### config.mk
export PLATFORM = sky130hd
export DESIGN_NAME = exc_req_detect
export DESIGN_NICKNAME = d
export VERILOG_FILES = /design/src/rtl/exc_req_pkg.sv /design/src/rtl/exc_req_decode.sv /design/src/rtl/exc_req_cond.sv /design/src/rtl/exc_req_merge.sv /design/src/rtl/exc_req_detect.sv
export SDC_FILE = /design/constraint.sdc
export NUM_CORES = 1
export LEC_CHECK = 0
export BUFFER_PORTS_ARGS = -buffer_cell sky130_fd_sc_hd__buf_2
export CAP_MARGIN = 20
export CORE_ASPECT_RATIO = 0.6
export CORE_UTILIZATION = 44
export DETAILED_ROUTE_END_ITERATION = 12
export PLACE_DENSITY = 0.86
export SLEW_MARGIN = 20
export SYNTH_ARGS = -nofsm -noshare
export SYNTH_HDL_FRONTEND = slang
export SYNTH_SLANG_ARGS = --single-unit
export TNS_END_PERCENT = 100
### constraint.sdc
create_clock -name vclk -period 3.8
set_input_delay 0.38 -clock vclk [all_inputs]
set_output_delay 0.38 -clock vclk [all_outputs]
set_load 0.005 [all_outputs]
### src/rtl/exc_req_pkg.sv
package exc_req_pkg;

  localparam int INSN_W  = 32;
  localparam int IMM_W   = 16;
  localparam int FUNCT_W = 6;
  localparam int OPC_W   = 6;

  localparam logic [OPC_W-1:0]   OPC_SPECIAL = 6'b000000;
  localparam logic [OPC_W-1:0]   OPC_REGIMM  = 6'b000001;
  localparam logic [OPC_W-1:0]   OPC_SYSCTL  = 6'b010000;
  localparam logic [FUNCT_W-1:0] FN_BRK      = 6'b001101;
  localparam logic [FUNCT_W-1:0] FN_SYS      = 6'b001100;
  localparam logic [FUNCT_W-1:0] FN_TEQ      = 6'b110100;
  localparam logic [FUNCT_W-1:0] FN_RET      = 6'b011000;
  localparam logic [4:0]         RI_TLTI     = 5'b01010;

  typedef enum logic [1:0] {
    CAUSE_NONE = 2'b00,
    CAUSE_BRK  = 2'b01,
    CAUSE_SYS  = 2'b10,
    CAUSE_TRAP = 2'b11
  } exc_cause_e;

  typedef struct packed {
    logic brk;
    logic sys;
    logic teq;
    logic tlti;
    logic ret;
  } insn_class_t;

  function automatic logic [OPC_W-1:0] opc_of(input logic [INSN_W-1:0] w);
    return w[31:26];
  endfunction

  function automatic logic [FUNCT_W-1:0] funct_of(input logic [INSN_W-1:0] w);
    return w[5:0];
  endfunction

  function automatic logic [4:0] rt_field_of(input logic [INSN_W-1:0] w);
    return w[20:16];
  endfunction

  // Breakpoint and system call need every bit outside the function field clear.
  function automatic logic fixed_special(input logic [INSN_W-1:0] w,
                                         input logic [FUNCT_W-1:0] fn);
    return (opc_of(w) == OPC_SPECIAL) && (w[25:6] == '0) && (funct_of(w) == fn);
  endfunction

  function automatic insn_class_t classify(input logic [INSN_W-1:0] w);
    insn_class_t c;
    c.brk  = fixed_special(w, FN_BRK);
    c.sys  = fixed_special(w, FN_SYS);
    c.teq  = (opc_of(w) == OPC_SPECIAL) && (funct_of(w) == FN_TEQ);
    c.tlti = (opc_of(w) == OPC_REGIMM) && (rt_field_of(w) == RI_TLTI);
    c.ret  = (w == {OPC_SYSCTL, 1'b1, 19'b0, FN_RET});
    return c;
  endfunction

endpackage

### src/rtl/exc_req_decode.sv
module exc_req_decode
  import exc_req_pkg::*;
(
  input  logic [INSN_W-1:0] insn,
  output insn_class_t       cls,
  output logic [IMM_W-1:0]  imm
);

  always_comb begin
    cls = classify(insn);
    imm = insn[IMM_W-1:0];
  end

endmodule

### src/rtl/exc_req_cond.sv
module exc_req_cond #(
  parameter int XLEN   = 64,
  parameter int IMM_W  = 16,
  parameter int LANE_W = 16
) (
  input  logic [XLEN-1:0]  rs_val,
  input  logic [XLEN-1:0]  rt_val,
  input  logic [IMM_W-1:0] imm,
  output logic             eq_hit,
  output logic             lt_hit
);

  localparam int EXT_W = XLEN - IMM_W;
  localparam int LANES = XLEN / LANE_W;

  function automatic logic [XLEN-1:0] sext_imm(input logic [IMM_W-1:0] v);
    return {{EXT_W{v[IMM_W-1]}}, v};
  endfunction

  function automatic logic signed_below(input logic [XLEN-1:0] a,
                                        input logic [XLEN-1:0] b);
    return $signed(a) < $signed(b);
  endfunction

  // Equality is reduced per lane, then the lane results are and-ed together.
  logic [LANES-1:0] lane_eq;

  for (genvar g = 0; g < LANES; g++) begin : g_lane
    assign lane_eq[g] = (rs_val[g*LANE_W +: LANE_W] == rt_val[g*LANE_W +: LANE_W]);
  end

  assign eq_hit = &lane_eq;
  assign lt_hit = signed_below(rs_val, sext_imm(imm));

endmodule

### src/rtl/exc_req_merge.sv
module exc_req_merge
  import exc_req_pkg::*;
(
  input  insn_class_t cls,
  input  logic        eq_hit,
  input  logic        lt_hit,
  output logic        exception_valid,
  output logic [1:0]  exc_cause,
  output logic        eret_flag,
  output logic        trap_fire
);

  exc_cause_e cause;

  always_comb begin
    trap_fire = (cls.teq && eq_hit) || (cls.tlti && lt_hit);
    if (cls.brk)       cause = CAUSE_BRK;
    else if (cls.sys)  cause = CAUSE_SYS;
    else if (trap_fire) cause = CAUSE_TRAP;
    else               cause = CAUSE_NONE;
    exc_cause       = cause;
    exception_valid = (cause != CAUSE_NONE);
    eret_flag       = cls.ret;
  end

endmodule

### src/rtl/exc_req_detect.sv
module exc_req_detect
  import exc_req_pkg::*;
#(
  parameter int XLEN = 64
) (
  input  logic [31:0]     insn,
  input  logic [XLEN-1:0] rs_val,
  input  logic [XLEN-1:0] rt_val,
  output logic            exception_valid,
  output logic [1:0]      exc_cause,
  output logic            eret_flag
);

  insn_class_t      cls;
  logic [IMM_W-1:0] imm_field;
  logic             eq_hit;
  logic             lt_hit;
  logic             trap_fire;

  exc_req_decode u_decode (
    .insn (insn),
    .cls  (cls),
    .imm  (imm_field)
  );

  exc_req_cond #(.XLEN(XLEN), .IMM_W(IMM_W), .LANE_W(16)) u_cond (
    .rs_val (rs_val),
    .rt_val (rt_val),
    .imm    (imm_field),
    .eq_hit (eq_hit),
    .lt_hit (lt_hit)
  );

  exc_req_merge u_merge (
    .cls             (cls),
    .eq_hit          (eq_hit),
    .lt_hit          (lt_hit),
    .exception_valid (exception_valid),
    .exc_cause       (exc_cause),
    .eret_flag       (eret_flag),
    .trap_fire       (trap_fire)
  );

endmodule

==> impl_metrics.py, run 1 <==
metrics = {
    "timing": {
        "relSlewSlack": 0.5358,
        "fin_setup_tns_ns": 0,
        "drv_slew": 0,
        "rsz0062_at_grt": "no",
        "hold_viol_final": 0,
        "hold_ws_ns": 1.123,
        "tightest_slew_ns": 0.6876,
        "post-route-min-period_ns": 3.168,
        "max_freq_ghz": 0.3157,
        "period_share": 0.8336,
        "finalWorstSetupSlack_ns": 0.6322,
        "finalSetupViolCount": 0,
    },
    "synthesis": {
        "synth_area_leaders": "ha_1 34%, xor2_1 15%, nor4_1 5.3%, inv_1 4.6%, nand4_1 4.5%",
        "synth.top_cell.area_share": 0.3362,
        "synth-simple-area-share": 0.2375,
        "synth_compound_area_frac": 0.2081,
        "synth_top_family_by_area": "adder cells",
        "synth_area_per_cell_um2": 7.638,
        "synth_xor_area_frac": 0.1718,
        "synth_fa_ha_area_frac": 0.3362,
        "synth_nets": 530,
        "synth_mux_area_frac": 0,
        "synth_cell_type_count": 36,
        "ys_warn_count": 0,
        "syn_inst": 307,
        "netlist_area_um2": 2345,
        "ys_seq_area_frac": 0,
        "yosys.area.top_type": "ha_1",
    },
    "floorplan": {
        "fp.dieH_um": 58.55,
        "initial_utilization": 0.4593,
        "io_pins": 164,
        "die_area_um2": 5634,
        "core-area_um2": 5105,
        "dieWidth_um": 96.24,
        "num_rows": 20,
    },
    "finish": {
        "nFillCells": 465,
        "final_util": 0.6402,
        "clock_buffers": 0,
        "nFlopsAndLatches": 0,
        "diodes": 0,
        "final_nets": 697,
        "final_area_um2": 3268,
        "area_growth_pct": 39.38,
        "final_common_cell": "buf_2",
        "final_cell_mix": "164 x buf_2, 63 x ha_1, 41 x xor2_1",
        "final_cells": 538,
        "register_area_um2": 0,
        "layout-drive-gt1-share": 0.3538,
    },
    "setup_path": {
        "crit_arrival_ns": 2.79,
        "worstSetupPathType": "input port to primary output",
        "endpoint_kind": "primary output",
        "critPathLaunchType": "input port",
        "cp.required_ns": 3.42,
        "startpoint": "insn[15]",
        "crit_fanout": 49,
    },
    "placement": {
        "dp_hpwl_mm": 7.476,
        "gp_congestion": 0.9056,
        "numPortBuffers": 164,
        "place_ws_ns": 0.6808,
        "dp.cells": 538,
        "postPlaceCellArea_um2": 3268,
    },
    "outcome": {
        "status": "finished, final reports clean",
    },
    "routing": {
        "drc": 0,
        "firstDrtPassIters": 4,
        "num_vias": 2983,
        "routedWlPerCell_um": 15.04,
        "wirelength_mm": 8.092,
        "vias_per_cell": 5.545,
        "drt_iter0_drc": 167,
        "postRouteAntennaNets": 0,
    },
    "power_and_ir_drop": {
        "p_leak_nw": 1.805,
        "report.power.total_uw": 323.8,
        "p_per_area_nw_per_um2": 99.07,
        "peakVddDrop_v": 0.00005813,
    },
    "clock_tree": {
        "cts_resized": 0,
        "post_cts_buffers": 0,
        "cts_hold_repair.buffers": 0,
    },
    "min_path": {
        "min_from": "insn[20]",
        "whs_endpoint": "eret_flag",
        "hold_path.class": "input port to primary output",
        "min_path_cells": 4,
    },
    "flow_run": {
        "maxCapViolCount": 0,
    },
    "global_route": {
        "grt_max_degree": 50,
        "grt_pass1_vias": 2679,
        "grt_use_total": 0.2862,
        "grt_pass1_wl_mm": 12.28,
        "met3_usage": 0.01292,
        "met1_usage": 0.4267,
        "top_usage_layer": "met2",
        "overflow": 0,
        "use_met2": 0.4772,
        "antenna_found_initial": 0,
    },
}
[where the power goes]
| group | total (mW) | leakage, nW | switching, mW | internal [mW] |
|---|---|---|---|---|
| clock network | 0 | 0 | 0 | 0 |
| logic | 0.324 | 1.81 | 0.165 | 0.158 |
| registers | 0 | 0 | 0 | 0 |
[worst max-delay path by stage]
| stage | end | slack (ns) |
|---|---|---|
| finish | exc_cause[0] | 0.63 |
| floorplan | exc_cause[0] | 0.51 |
| CTS | exc_cause[1] | 0.66 |
| detailed placement | exc_cause[1] | 0.68 |
| global placement | exc_cause[1] | 0.74 |
| global route | exc_cause[0] | 0.34 |
[synth_stat cells]
master / n
ha_1: 63
xor2_1: 41
inv_1: 29
a21oi_1: 21
nor4_1: 20
nand4_1: 17
a21o_1: 14
nor2b_1: 14
nand2_1: 12
nor2_1: 10
nand3_1: 7
o21ai_0: 7
a2111oi_0: 5
a22oi_1: 5
nand2b_1: 5
xnor2_1: 5
a211oi_1: 3
a221oi_1: 3
o311ai_1: 3
and4_1: 2
nor3_1: 2
o211ai_1: 2
o221ai_1: 2
o22ai_1: 2
or4_1: 2
a221o_1: 1
a31oi_1: 1
and3_1: 1
nand4b_1: 1
nor2_2: 1
nor3b_1: 1
o2111a_1: 1
o21ai_1: 1
o311ai_0: 1
or3_1: 1
or4_4: 1
[worst max-delay path: stages]
cell and delay (ns):
buf_2 0.09, inv_1 0.06, buf_12 0.18, ha_1 0.35
nand4_1 0.18, nor4_1 0.49, nand4_1 0.24, o211ai_1 0.25
a221o_1 0.24, o311ai_1 0.14, buf_2 0.18
[per-layer routing]
metal  vias up  part of all wire
li1       1514                 -
met1      1325              0.48
met2       140              0.42
met3         4             0.096
met4         0            0.0036
met5         -                 0
[cell type report]
class              instances  area (um^2)  area share
inverters                 29        108.9     0.03331
repair buffers           165        840.8      0.2573
multi-input cells        278         2236      0.6841
well taps                 66        82.58     0.02527
[cell families after synthesis]
family / Yosys count
xor gates and xnor gates: 46
adders and majority gates: 63
buffers and inverters: 29
and+or+nand+nor: 97
AOI/OAI and AO/OA: 72
No activity file was read; power rests on OpenSTA's default activity.
==> run 2, diff against run 1 <==
Clock period 3.8 ns to 3.05 ns, I/O delays scaled along.
==> run 2 against run 1 <==
Net effect: the run now ends with setup timing left; sequential share of layout area is the same; wire length grew 13%; die area is the same; flip-flop and latch count is the same; critical path depth is the same; combinational power grew 39%; first-iteration DRC count grew 11%.
==> impl_metrics.py, run 2 (same netlist as run 1, synthesis figures left out) <==
metrics = {
    "setup_path": {
        "cp.required_ns": 2.74,
        "crit_arrival_ns": 2.79,
        "path_cells": "buf_2, clkinvlp_4, buf_12, ha_1, a21oi_1, o21ai_1, a22oi_2, a31oi_2, or4_4, o311ai_4, buf_2",
        "max_stage_delay_ns": 0.62,
        "slowest_stage": "or4_4",
        "crit_top_cell": "buf_2",
        "crit_fanout": 25,
        "endpoint_kind": "primary output",
        "worstSetupPathType": "input port to primary output",
        "critPathLaunchType": "input port",
    },
    "placement": {
        "gp_congestion": 0.9385,
        "dp_hpwl_mm": 7.673,
        "numPortBuffers": 164,
        "dp.cells": 539,
    },
    "floorplan": {
        "fp.dieH_um": 58.55,
        "io_pins": 164,
        "dieWidth_um": 96.24,
        "initial_utilization": 0.4593,
        "die_area_um2": 5634,
        "num_rows": 20,
        "core-area_um2": 5105,
    },
    "flow_run": {
        "maxCapViolCount": 0,
    },
    "timing": {
        "tightest_slew_ns": 0.6754,
        "relSlewSlack": 0.5490,
        "finalWorstSetupSlack_ns": -0.04935,
        "max_freq_ghz": 0.3226,
        "hold_ws_ns": 0.9413,
        "post-route-min-period_ns": 3.099,
        "drv_slew": 0,
        "period_share": 1.016,
        "rsz0062_at_grt": "yes",
        "hold_viol_final": 0,
        "finalSetupViolCount": 3,
    },
    "global_route": {
        "grt_pass1_vias": 2735,
        "grt_use_total": 0.2898,
        "antenna_found_initial": 0,
        "overflow": 0,
        "grt_max_degree": 50,
        "grt_pass1_wl_mm": 12.56,
    },
    "finish": {
        "nFillCells": 450,
        "final_cell_mix": "164 x buf_2, 57 x ha_1, 41 x xor2_1",
        "register_area_um2": 0,
        "clock_buffers": 0,
        "layout-drive-gt1-share": 0.4038,
        "final_cells": 544,
        "diodes": 0,
        "nFlopsAndLatches": 0,
        "final_nets": 703,
        "area_growth_pct": 50.27,
        "final_common_cell": "buf_2",
    },
    "power_and_ir_drop": {
        "p_leak_nw": 1.856,
        "peakVddDrop_v": 0.00006739,
        "p_per_area_nw_per_um2": 127.7,
    },
    "routing": {
        "wirelength_mm": 9.119,
        "routedWlPerCell_um": 16.76,
        "highest-signal-layer": "met4",
        "vias_per_cell": 5.671,
        "drc": 0,
        "postRouteAntennaNets": 0,
        "drt_iter0_drc": 185,
        "firstDrtPassIters": 4,
        "met2_length_mm": 4.102,
        "num_vias": 3085,
        "drt-met1-wl_mm": 4.226,
        "wl_met3_um": 728,
    },
    "outcome": {
        "status": "finished, violations left",
        "violations": "setup timing",
    },
    "min_path": {
        "hold_path.class": "input port to primary output",
        "min_path_cells": 4,
        "min_from": "insn[25]",
        "whs_endpoint": "eret_flag",
    },
}
## run 2: repair_timing
item / in CTS / in global routing
setup endpoints to repair: 0 / 3
setup buffers: 0 / 3
hold buffers: 0 / 0
gates resized for setup: 0 / 27
## run 2: worst max path at each step
stage                     startpoint         endpoint  slack, ns  cells after the start
final                       insn[15]  exception_valid      -0.05                     11
after global routing        insn[15]     exc_cause[0]      -0.13                     13
after CTS                   insn[15]  exception_valid       0.02                     11
after detailed placement    insn[15]  exception_valid       0.05                     11
after global placement      insn[15]     exc_cause[0]       0.02                     11
after floorplan             insn[15]     exc_cause[0]       0.12                      8
## run 2: cell type report
class | instances | area [um^2] | area share
inverters | 29 | 112.6 | 0.03196
repair buffers | 171 | 907.1 | 0.2575
multi-input cells | 278 | 2421 | 0.6871
well taps | 66 | 82.58 | 0.02344
## run 2: report_power, final
part           total [mW]  leakage [nW]  switching, mW  internal (mW)
Sequential              0             0              0              0
Combinational       0.450          1.86          0.234          0.216
Clock                   0             0              0              0
## run 2: metrics by stage
step	utilization	total power [mW]	area (um^2)	setup slack, ns	setup TNS, ns
final	0.6902	0.4501	3523	-0.04935	-0.1255
after global routing	0.6902	0.4986	3523	-0.1344	-0.4013
after CTS	0.6424	0.4078	3279	0.01796	0
after detailed placement	0.6424	0.4056	3279	0.04979	0
after global placement	0.6424	0.3896	3279	0.01807	0
after floorplan	-	0.2022	2349	0.1215	0
## run 2: per-layer routing
layer,up-vias,global-route usage
met1,1410,0.4136
li1,1524,-
met4,0,0.02772
met5,-,0
met2,142,0.4863
met3,9,0.03101
## run 2: critical path: cells and delay by family
kind,cells,cell delay (ns)
AND/OR/NAND/NOR,1,0.62
AO/OA/AOI/OAI,5,0.96
adder cells (fa/ha/maj),1,0.31
buffers and inverters,4,0.56
==> run 3, diff against run 2 <==
Clock period 3.05 ns to 3.1 ns, I/O delays scaled along.
==> run 3 against run 2 <==
Net effect: the flow now finishes without violations; wire length fell by 0.13%; final area is 0.32% higher; largest power group unchanged; utilization increased by 0.22 points; highest routed layer unchanged; first-iteration DRC count shrank 18%.
==> impl_metrics.py, run 3 (same netlist as run 1, synthesis figures left out) <==
metrics = {
    "setup_path": {
        "path_delay_family": "compound AO/OA/AOI/OAI gates",
        "cp.required_ns": 2.79,
        "critPathLaunchType": "input port",
        "slowest_stage": "or4_4",
        "endpoint_kind": "primary output",
        "path_cells": "buf_2, clkinvlp_4, buf_12, clkbuf_16, ha_1, nand2_1, o21ai_1, a22oi_2, a31oi_2, or4_4, o311ai_4, buf_2",
        "max_stage_delay_ns": 0.57,
        "crit_buf_inv": 5,
        "worstSetupPathType": "input port to primary output",
        "crit_top_cell": "buf_2",
        "crit_fanout": 12,
        "crit_arrival_ns": 2.79,
    },
    "flow_run": {
        "maxCapViolCount": 0,
    },
    "finish": {
        "area_growth_pct": 50.75,
        "register_area_um2": 0,
        "layout-drive-gt1-share": 0.4046,
        "final_nets": 702,
        "final_cell_mix": "164 x buf_2, 57 x ha_1, 41 x xor2_1",
        "clock_buffers": 0,
        "nFlopsAndLatches": 0,
        "final_common_cell": "buf_2",
    },
    "timing": {
        "drv_slew": 0,
        "tightest_slew_ns": 0.6615,
        "hold_ws_ns": 0.9625,
        "finalSetupViolCount": 0,
        "post-route-min-period_ns": 3.099,
        "fin_setup_tns_ns": 0,
        "period_share": 0.9997,
        "hold_viol_final": 0,
        "relSlewSlack": 0.5476,
        "max_freq_ghz": 0.3227,
    },
    "floorplan": {
        "initial_utilization": 0.4593,
        "die_area_um2": 5634,
        "num_rows": 20,
        "io_pins": 164,
        "dieWidth_um": 96.24,
        "core-area_um2": 5105,
        "fp.dieH_um": 58.55,
    },
    "routing": {
        "postRouteAntennaNets": 0,
        "drc": 0,
        "routedWlPerCell_um": 16.74,
        "vias_per_cell": 5.818,
        "drt_iter0_drc": 151,
        "firstDrtPassIters": 5,
        "wirelength_mm": 9.107,
        "num_vias": 3165,
    },
    "min_path": {
        "hold_path.class": "input port to primary output",
    },
    "placement": {
        "dp_hpwl_mm": 7.785,
        "gp_congestion": 0.9385,
        "numPortBuffers": 164,
    },
    "global_route": {
        "grt_pass1_vias": 2789,
        "overflow": 0,
        "grt_pass1_wl_mm": 12.68,
        "grt_use_total": 0.2928,
        "grt_max_degree": 50,
        "antenna_found_initial": 0,
    },
    "power_and_ir_drop": {
        "peakVddDrop_v": 0.00007102,
        "p_leak_nw": 1.857,
        "p_per_area_nw_per_um2": 125.8,
        "report.power.total_uw": 444.6,
    },
    "outcome": {
        "status": "finished, final reports clean",
    },
}
run 3: layout make-up:
| class | count | area, um^2 |
|---|---|---|
| Tap cell | 66 | 82.58 |
| Fill cell | 460 | 1570 |
| Multi-Input combinational cell | 278 | 2425 |
| Antenna cell | 1 | 2.502 |
| Inverter | 29 | 112.6 |
| Timing Repair Buffer | 170 | 912.1 |
run 3: tightest hold or removal path, cell delays in order:
cell,delay [ns]
buf_2,0.10
nand4_1,0.08
nor4_1,0.05
buf_2,0.12
run 3: timing repair:
item | in CTS | in global routing
endpoints found under the hold margin | 0 | 0
setup buffers | 0 | 2
resized for setup | 0 | 28
hold buffers | 0 | 0
setup endpoints to repair | 0 | 3
run 3: per-stage QoR:
step / cell area (um^2) / instances / worst slack [ns] / utilization
4_1_cts: 3279 / 539 / 0.04511 / 0.6424
6_report: 3535 / 544 / 0.0008429 / 0.6924
5_1_grt: 3532 / 543 / -0.1041 / 0.6919
3_3_place_gp: 3279 / 539 / 0.05826 / 0.6424
2_1_floorplan: 2349 / 307 / 0.1615 / -
3_5_place_dp: 3279 / 539 / 0.05062 / 0.6424
run 3: path summary, 6_finish.rpt:
path | from | to | depth (start not counted)
max | insn[15] | exception_valid | 12
min | insn[25] | eret_flag | 4
run 3: power by group:
| group | switching (mW) | internal (mW) |
|---|---|---|
| clock | 0 | 0.0000000329 |
| sequential | 0 | 0 |
| combinational | 0.231 | 0.214 |
run 3: routing by layer:
metal	vias to the layer above	global-route usage	wire (um)
met4	0	0.03198	110
met3	14	0.04780	852
li1	1522	-	-
met2	181	0.5086	4070
met5	-	0	0
met1	1448	0.3935	4074
